### src/rtl/gpio_irq_bank.sv
module gpio_irq_bank #(
  parameter int LINES    = 32,
  parameter int ADDR_W   = 12,
  parameter int VAL_BASE = 'h000,
  parameter int IRQ_BASE = 'h008
) (
  input  logic              clk,
  input  logic              rst_n,
  input  logic [ADDR_W-1:0] addr,
  input  logic              wr_en,
  input  logic [LINES-1:0]  wr_data,
  output logic [LINES-1:0]  rd_data,
  input  logic [LINES-1:0]  pin_in,
  output logic [LINES-1:0]  pin_out,
  output logic [LINES-1:0]  pin_oe,
  output logic              irq
);
  localparam logic [ADDR_W-1:0] A_DATA = ADDR_W'(VAL_BASE);
  localparam logic [ADDR_W-1:0] A_DIR  = ADDR_W'(VAL_BASE + 'h04);
  localparam logic [ADDR_W-1:0] A_EN   = ADDR_W'(IRQ_BASE);
  localparam logic [ADDR_W-1:0] A_TY0  = ADDR_W'(IRQ_BASE + 'h04);
  localparam logic [ADDR_W-1:0] A_TY1  = ADDR_W'(IRQ_BASE + 'h08);
  localparam logic [ADDR_W-1:0] A_TY2  = ADDR_W'(IRQ_BASE + 'h0C);
  localparam logic [ADDR_W-1:0] A_STAT = ADDR_W'(IRQ_BASE + 'h10);

  logic [LINES-1:0] sync1, sync2, prev;
  logic [LINES-1:0] latch, dir, en_q, ty0, ty1, ty2, stat_q;
  logic [LINES-1:0] rise, fall, lvl_hit, edge_hit, hit, clr;

  always_ff @(posedge clk) begin
    if (!rst_n) begin
      sync1 <= '0;
      sync2 <= '0;
      prev  <= '0;
    end else begin
      sync1 <= pin_in;
      sync2 <= sync1;
      prev  <= sync2;
    end
  end

  assign rise     = sync2 & ~prev;
  assign fall     = ~sync2 & prev;
  assign lvl_hit  = ~(ty0 ^ sync2);
  assign edge_hit = (ty2 & (rise | fall)) | (~ty2 & ((ty0 & rise) | (~ty0 & fall)));
  assign hit      = ((ty1 & lvl_hit) | (~ty1 & edge_hit)) & en_q;
  assign clr      = (wr_en && addr == A_STAT) ? wr_data : '0;

  always_ff @(posedge clk) begin
    if (!rst_n) begin
      latch  <= '0;
      dir    <= '0;
      en_q   <= '0;
      ty0    <= '0;
      ty1    <= '0;
      ty2    <= '0;
      stat_q <= '0;
    end else begin
      if (wr_en) begin
        case (addr)
          A_DATA: latch <= wr_data;
          A_DIR:  dir   <= wr_data;
          A_EN:   en_q  <= wr_data;
          A_TY0:  ty0   <= wr_data;
          A_TY1:  ty1   <= wr_data;
          A_TY2:  ty2   <= wr_data;
          default: ;
        endcase
      end
      stat_q <= (stat_q | hit) & ~clr;
    end
  end

  always_ff @(posedge clk) begin
    if (!rst_n) rd_data <= '0;
    else begin
      case (addr)
        A_DATA:  rd_data <= (dir & latch) | (~dir & sync2);
        A_DIR:   rd_data <= dir;
        A_EN:    rd_data <= en_q;
        A_TY0:   rd_data <= ty0;
        A_TY1:   rd_data <= ty1;
        A_TY2:   rd_data <= ty2;
        A_STAT:  rd_data <= stat_q;
        default: rd_data <= '0;
      endcase
    end
  end

  assign pin_out = latch;
  assign pin_oe  = dir;
  assign irq     = |(stat_q & en_q);
endmodule

### config.mk
export PLATFORM = sky130hd
export DESIGN_NAME = gpio_irq_bank
export DESIGN_NICKNAME = d
export VERILOG_FILES = /design/src/rtl/gpio_irq_bank.sv
export SDC_FILE = /design/constraint.sdc
export NUM_CORES = 1
export LEC_CHECK = 0
export ABC_AREA = 0
export BUFFER_PORTS_ARGS = -buffer_cell sky130_fd_sc_hd__buf_2
export CORE_MARGIN = 3
export CORE_UTILIZATION = 58
export CTS_CLUSTER_SIZE = 16
export DETAILED_ROUTE_END_ITERATION = 10
export PLACE_DENSITY = 0.79
export RECOVER_POWER = 25
export SLEW_MARGIN = 20
export SYNTH_ARGS = -nofsm -noshare
export SYNTH_HDL_FRONTEND = slang
export SYNTH_SLANG_ARGS = --single-unit
### constraint.sdc
create_clock -name clk -period 3.05 [get_ports clk]
set_clock_uncertainty 0.05 [all_clocks]
set_input_delay 0.1525 -clock clk [delete_from_list [all_inputs] [get_ports clk]]
set_output_delay 0.1525 -clock clk [all_outputs]
set_load 0.005 [all_outputs]
* Yosys cells after proc, flatten, opt, wreduce, memory -nomap -nowiden *
Cells that the tools add are included.

cells by class
  multiplexer cells = 2
  bitwise gates (word level) = 28
  reductions and logical operators = 9
  equality and inequality tests = 6

operator list
  operator                                                          number
  32-bit bitwise AND                                                13
  32-bit NOT                                                        8
  32-bit case mux with 7 select lines                               1
  32-bit OR                                                         6
  12-bit by 5-bit == test with 1-bit output, second input constant  3
  32-bit 2-to-1 mux                                                 1
  32-bit OR reduction                                               1
  32-bit bitwise XOR                                                1
  12-bit by 4-bit == test with 1-bit output, second input constant  2
  12-bit by 3-bit == test with 1-bit output, second input constant  1
  12-bit zero test                                                  1
  2-bit AND reduction                                               6
  1-bit logical AND                                                 1

word-level totals
  bits of input ports = 79
  output and inout port bits = 97
  register bits after elaboration = 352

* Logic depth before layout (Yosys ltp) *
Gate-level depths: netlist (run 1).

  depth in word-level cells = 11
  depth in mapped cells = 9
  gate-level depth less buffers = 7

* Worst setup path after synthesis (run 1) *
No wires, ideal clock.

  kind = input to register
  start point = input port addr[9]
  end point = register latch[21] (netlist: pin_out[21])
  data required time = 2.885 ns
  library setup time = 0.115 ns
  path slack = 0.741 ns
  stages = 9
  buffers on the path = 4
  arrival time = 2.144 ns
  cells stage by stage = or4_1 -> buf_2 -> or3_1 -> buf_2 -> or4_1 -> buf_6 -> buf_6 -> nand3_1 -> o21ai_2

between the ends
  longest elaborated chain between the ends = 2

RTL lines
  what                                  RTL line  RTL
  from (decl)                           9         input logic [ADDR_W-1:0] addr,
  12-bit zero test                      60        case (addr)
  2-bit AND reduction (no source line)  -
  to (signal assigned)                  61        A_DATA: latch <= wr_data;
  to (decl)                             27        logic [LINES-1:0] latch, dir, en_q, ty0, ty1, ty2, stat_q;

No other way between the ends.
A chain may end at the register's enable or synchronous reset.

* Worst setup path after layout (run 1) *
  start point = input port rst_n
  end point = register stat_q[25]

RTL lines
  what                  RTL line  RTL
  from (decl)           8         input logic rst_n,
  to (signal assigned)  70        stat_q <= (stat_q | hit) & ~clr;
  to (decl)             27

No word-level cell between the ends.

==> results.json, run 1 <==
{
  "grt_pass1_vias": 13430,
  "grt_max_degree": 180,
  "synth_warnings": 0,
  "yosysSeqAreaShare": 0.4651,
  "dp_hpwl_um": 28900,
  "holdCritPathClass": "input pin to register",
  "max_cap_viol_count": 0,
  "power_mw": 9.715,
  "core_region_area_um2": 25400,
  "hold_violations": 0,
  "worstPathMaxFanout": 43,
  "tritoncts": "built",
  "post-route-min-period_ns": 2.491,
  "grt_overflow": 0,
  "synth_top_area_frac": 0.4651,
  "clock_latency_ns": 0.53,
  "nNetsFinal": 2088,
  "final_cell_mix": "dfxtp_1, nand2_1, nand3_1",
  "yosysTopAreaCell": "dfxtp_1",
  "ys.flop_type": "dfxtp_1",
  "syn2layout_area_growth_pct": 19.41,
  "io_buffer_count": 175,
  "avgSynthCellArea_um2": 8.693,
  "drtAntennaViolNets": 0,
  "cts.clk_slew.worst_paths_ns": 0.06,
  "syn-num-nets": 1886,
  "antenna_found_initial": 1,
  "pre_cts_slack_ns": 0.2859,
  "rsz0062_at_grt": "no",
  "wl_per_cell_um": 19.05,
  "cts.sink_count": 352,
  "final_layout_size_suffix_gt1_frac": 0.1491,
  "gp_congestion": 0.8886,
  "whs_path_depth": 4,
  "power.density_nw_per_um2": 536.9,
  "start_kind": "input pin",
  "max_slew.worst_pin.slew_ns": 1.168,
  "postRouteWirelength_um": 43880,
  "async_flop_share": 0,
  "drcViolationCount": 0,
  "fin_util": 0.7123,
  "ys_ff_latch": 352,
  "clock.fmax_ghz": 0.4015,
  "hold_slack_ns": 0.2820,
  "stdcell_area_um2": 18090,
  "status": "complete, no violations",
  "clockBufferDepth": 3,
  "post_cts_buffers": 0,
  "leakagePower_nw": 6.794,
  "placedCellCount": 2171,
  "syn_inst": 1743,
  "syn_area_um2": 15150,
  "num_vias": 13800,
  "placementRows": 58,
  "r2r_cells": 7,
  "setup_tns_ns": 0,
  "ir_worst_vdd_mv": 0.4359,
  "cts_buffers": 37,
  "yosys.cell_types.count": 40,
  "crit_type": "input pin to register",
  "grt_pass1_wl_um": 69850,
  "setup_violations": 0,
  "relSlewSlack": 0.2217,
  "cp-end-kind": "register",
  "drtIter0Drc": 1424,
  "clock-root-buffer": "clkbuf_16",
  "grt.total_usage": 0.3030,
  "die_y_um": 167.6,
  "initial_core_util": 0.5966,
  "synthTopCellsByArea": "dfxtp_1, nand2_1, nand3_1, ha_1, o21ai_0",
  "fin_ws_ns": 0.5594,
  "worstPathRequired_ns": 3.41,
  "drt_first_pass_iters": 6,
  "dieArea_um2": 28100,
  "dieWidth_um": 167.6,
  "final_common_cell": "dfxtp_1",
  "fin_cells": 2303,
  "drt-vias-per-instance": 5.992,
  "period_share": 0.8166,
  "synth_edf_count": 0,
  "place_area_um2": 16300,
  "crit_arrival_ns": 2.85,
  "htree_num_levels": 2,
  "io-pin-count": 176,
  "drv_slew": 0
}
==> report_power, final <==
group	internal (mW)	total, mW	switching [mW]	leakage [nW]
combinational	0.198	0.489	0.292	3.34
clock	2.72	4.55	1.83	0.605
sequential	4.65	4.68	0.0305	2.85
==> worst max-delay path, stage by stage <==
cell	delay, ns
dlygate4sd3_1	0.56
clkbuf_1	0.53
inv_1	0.49
clkbuf_2	0.70
a211oi_1	0.41
==> cells in the mapped netlist (3+ instances only) <==
master and count:
o21ai_0 158, o21ai_1 57, nor3_1 18, or4_1 4
a211oi_1 32, mux2i_1 36, dfxtp_1 352, clkbuf_1 65
or3_1 7, ha_1 64, nor2_1 57, mux2_2 48
and2_1 64, nand3_1 166, a222oi_1 10, a21oi_1 104
buf_2 14, nand2_1 230, a221o_1 3, o21ai_2 10
nand2b_1 3, buf_1 25, inv_1 64, a31oi_1 30
a221oi_1 12, o211ai_1 13, xnor2_1 32, a22oi_1 34
buf_6 13, nand4_1 4
==> registers in the layout, indices dropped and copies added (netlist names) <==
signal and cells:
en_q 32, pin_oe 32, pin_out 32, prev 32, rd_data 32, stat_q 32, sync1 32, sync2 32
ty0 32, ty1 32, ty2 32
==> final timing paths <==
kind                                from    endpoint  slack, ns
worst max-delay path               rst_n  stat_q[25]       0.56
worst min-delay path               wr_en      ty0[1]       0.28
worst max register to register  sync2[9]   stat_q[9]       1.39
worst min register to register  sync1[5]    sync2[5]       0.38
==> metal layers <==
layer  part of all wire  global-route usage  routed length, um
met5            0.00030                   0                 13
met4              0.031              0.1163               1379
met3              0.095             0.05996               4187
met2               0.47              0.5086              20760
met1               0.40              0.3871              17530
==> cell families after synthesis <==
family          after synthesis  synth area share
xor+xnor                     32           0.01850
simple gates                562            0.1709
fa+ha+maj                    64           0.05285
compound gates              466            0.1801
buf+inv                     183           0.05318
flops                       352            0.4651
mux                          84           0.05946
==> layout make-up <==
| cell class | instances | area, um2 |
|---|---|---|
| Clock inverter | 14 | 153.9 |
| Tap cell | 330 | 412.9 |
| Sequential cell | 352 | 7047 |
| Timing Repair Buffer | 281 | 1812 |
| Inverter | 65 | 244.0 |
| Fill cell | 1950 | 7307 |
| Multi-Input combinational cell | 1208 | 7346 |
| Antenna cell | 1 | 2.502 |
| Clock buffer | 52 | 1075 |
==> what timing repair did <==
item	in CTS	in global routing
hold buffers	65	0
gates resized for setup	0	0
hold endpoints to repair	161	0
Power figures use the tool's default switching activity.
==> run 2: changes to the inputs <==
Settings changed: ABC_AREA 0 to 1, CORE_UTILIZATION 58 to 59, PLACE_DENSITY 0.79 to 0.8.
Clock period 3.05 ns to 2.4 ns, I/O delays scaled along.
==> run 2 against run 1 <==
Effect of this change: the run now ends with design-rule violations, max-capacitance violations, max-slew violations left; routed wire length increased by 8.8%; setup slack got worse by 0.30 ns; register-to-register slack got worse by 0.52 ns; highest routed layer is now met4.
==> results.json, run 2 <==
{
  "clock-root-buffer": "clkbuf_16",
  "grt_overflow": 0,
  "register_area_um2": 7047,
  "post-route-min-period_ns": 2.139,
  "syn_inst": 2385,
  "synthMostInstantiatedCell": "inv_1",
  "syn2layout_area_growth_pct": 18.44,
  "final_common_cell": "inv_1",
  "fin_util": 0.7199,
  "violations": "design-rule violations, max-capacitance violations, max-slew violations",
  "min-delay-start": "rst_n",
  "r2r_cells": 9,
  "crit_arrival_ns": 1.97,
  "leakagePower_nw": 8.877,
  "rsz0062_at_grt": "no",
  "ys_ff_latch": 352,
  "ir_worst_vdd_mv": 0.5797,
  "multi_input_area_um2": 7377,
  "cp-end-kind": "primary output",
  "nNetsFinal": 2733,
  "power_frac_comb": 0.050,
  "dp_hpwl_um": 30500,
  "dieArea_um2": 30200,
  "tritoncts": "built",
  "wl_per_cell_um": 16.01,
  "cts.clk_slew.worst_paths_ns": 0.05,
  "worstPathMaxFanout": 4,
  "clock.fmax_ghz": 0.4674,
  "swShare": 0.2246,
  "switching_power_mw": 2.736,
  "drtAntennaViolNets": 0,
  "avgSynthCellArea_um2": 6.964,
  "pwr-share-clk": 0.461,
  "hold_violations": 0,
  "nFillCells": 2164,
  "drv_slew": 161,
  "start_kind": "register",
  "cts.sink_count": 352,
  "grt_pass1_wl_um": 77470,
  "synth_warnings": 0,
  "crit_type": "register to primary output",
  "io-pin-count": 176,
  "relSlewSlack": -0.05151,
  "die_y_um": 173.8,
  "worstPathRequired_ns": 2.23,
  "final_layout_size_suffix_gt1_frac": 0.1150,
  "power_frac_seq": 0.489,
  "postRouteWirelength_um": 47720,
  "antenna_found_initial": 0,
  "core_region_area_um2": 27330,
  "yosysTopAreaCell": "dfxtp_1",
  "n_antenna_cell": 0,
  "drcViolationCount": 1,
  "grt_pass1_vias": 15520,
  "drt-vias-per-instance": 5.433,
  "drtIter0Drc": 1651,
  "drt_first_pass_iters": 11,
  "io_buffer_count": 175,
  "synth_top_area_frac": 0.4243,
  "r2r_end": "stat_q[13]",
  "async_flop_share": 0,
  "yosysSeqAreaShare": 0.4243,
  "max_cap_viol_count": 1,
  "grt_max_degree": 161,
  "critPathLaunch": "en_q[2]",
  "ys.flop_type": "dfxtp_1",
  "synth.top_cells.by_count": "inv_1, dfxtp_1, nand2_1",
  "gp_congestion": 0.8955,
  "power.density_nw_per_um2": 619.3,
  "setup_tns_ns": 0,
  "holdCritPathClass": "input pin to register",
  "place_area_um2": 17890,
  "htree_num_levels": 2,
  "placementRows": 60,
  "yosys.cell_types.count": 30,
  "status": "finished with violations",
  "grt.total_usage": 0.3074,
  "clock_latency_ns": 0.53,
  "cts_buffers": 38,
  "dieWidth_um": 173.8,
  "clockBufferDepth": 3,
  "syn_area_um2": 16610,
  "synthTopCellsByArea": "dfxtp_1, inv_1, o21ai_0, a21oi_1, nand3_1",
  "max_slew.worst_pin.slew_ns": 1.577,
  "synth_edf_count": 0,
  "endpoint": "irq",
  "num_vias": 16200,
  "stdcell_area_um2": 19670,
  "r2r_setup_slack_ns": 0.87,
  "r2r-start": "sync2[13]",
  "setup_violations": 0,
  "postCtsResizedCells": 0,
  "final_cell_mix": "inv_1, dfxtp_1, nand2_1",
  "placedCellCount": 2858,
  "fin_cells": 2981,
  "syn-num-nets": 2528,
  "p_int_mw": 9.447,
  "period_share": 0.8914,
  "initial_core_util": 0.6078,
  "post_cts_buffers": 0
}
==> run 2: kinds of logic (layout without fill, tap and decap cells) <==
group | count (synthesis) | after routing | synth area share
flops | 352 | 352 | 0.4243
simple gates | 822 | 822 | 0.2123
buf+inv | 565 | 789 | 0.1330
fa+ha+maj | 64 | 64 | 0.04821
compound gates | 582 | 582 | 0.1822
==> run 2: what timing repair did <==
item | in CTS | in global routing
setup endpoints to repair | 0 | 0
hold endpoints to repair | 251 | 0
hold buffers | 64 | 0
==> run 2: final cells by class <==
cell class                      instances  area share
Sequential cell                       352      0.3582
Timing Repair Buffer                  280     0.09750
Tap cell                              372     0.02366
Clock inverter                          6    0.003307
Inverter                              450     0.08599
Multi-Input combinational cell       1468      0.3750
Clock buffer                           53     0.05635
==> run 2: routing by layer <==
| metal | track usage | up-vias | routed length [um] |
|---|---|---|---|
| met5 | 0 | - | 0 |
| met4 | 0.1344 | 0 | 1928 |
| met3 | 0.04468 | 134 | 4176 |
| met2 | 0.5168 | 754 | 22500 |
| met1 | 0.3939 | 7326 | 19110 |
| li1 | - | 7982 | - |
==> run 2: worst min-delay path by stage <==
stage                     end  cells past startpoint  slack (ns)
floorplan            sync1[0]                      2        0.17
global placement    sync1[19]                      3        0.25
detailed placement  sync1[29]                      3        0.25
CTS                 sync2[20]                      3        0.02
global route         sync1[2]                      3        0.04
finish               sync2[2]                      3      0.0004
==> run 2: critical path, cell delays in order, from the launching register on <==
cell      delay, ns
dfxtp_1        0.34
nand2_1        0.07
nand2_1        0.06
a221oi_1       0.42
nand2_1        0.18
nor2_1         0.14
nand2_1        0.10
buf_2          0.15
==> run 2: power groups by stage <==
stage	Clock [mW]	Combinational, mW	Sequential, mW
3_3_place_gp	0	0.497	6.08
2_1_floorplan	0	0.302	6.07
3_5_place_dp	0	0.512	6.08
5_1_grt	5.93	0.687	5.96
6_report	5.62	0.608	5.95
4_1_cts	5.67	0.600	5.95
==> run 2: metrics by stage <==
step                hold slack, ns  power [mW]  setup slack (ns)
finish                   0.0003812       12.18            0.2606
detailed placement          0.2534       6.594            0.3934
CTS                        0.01910       12.22            0.2686
floorplan                   0.1676       6.371             1.110
global placement            0.2499       6.576            0.4725
global route               0.04056       12.57            0.1489
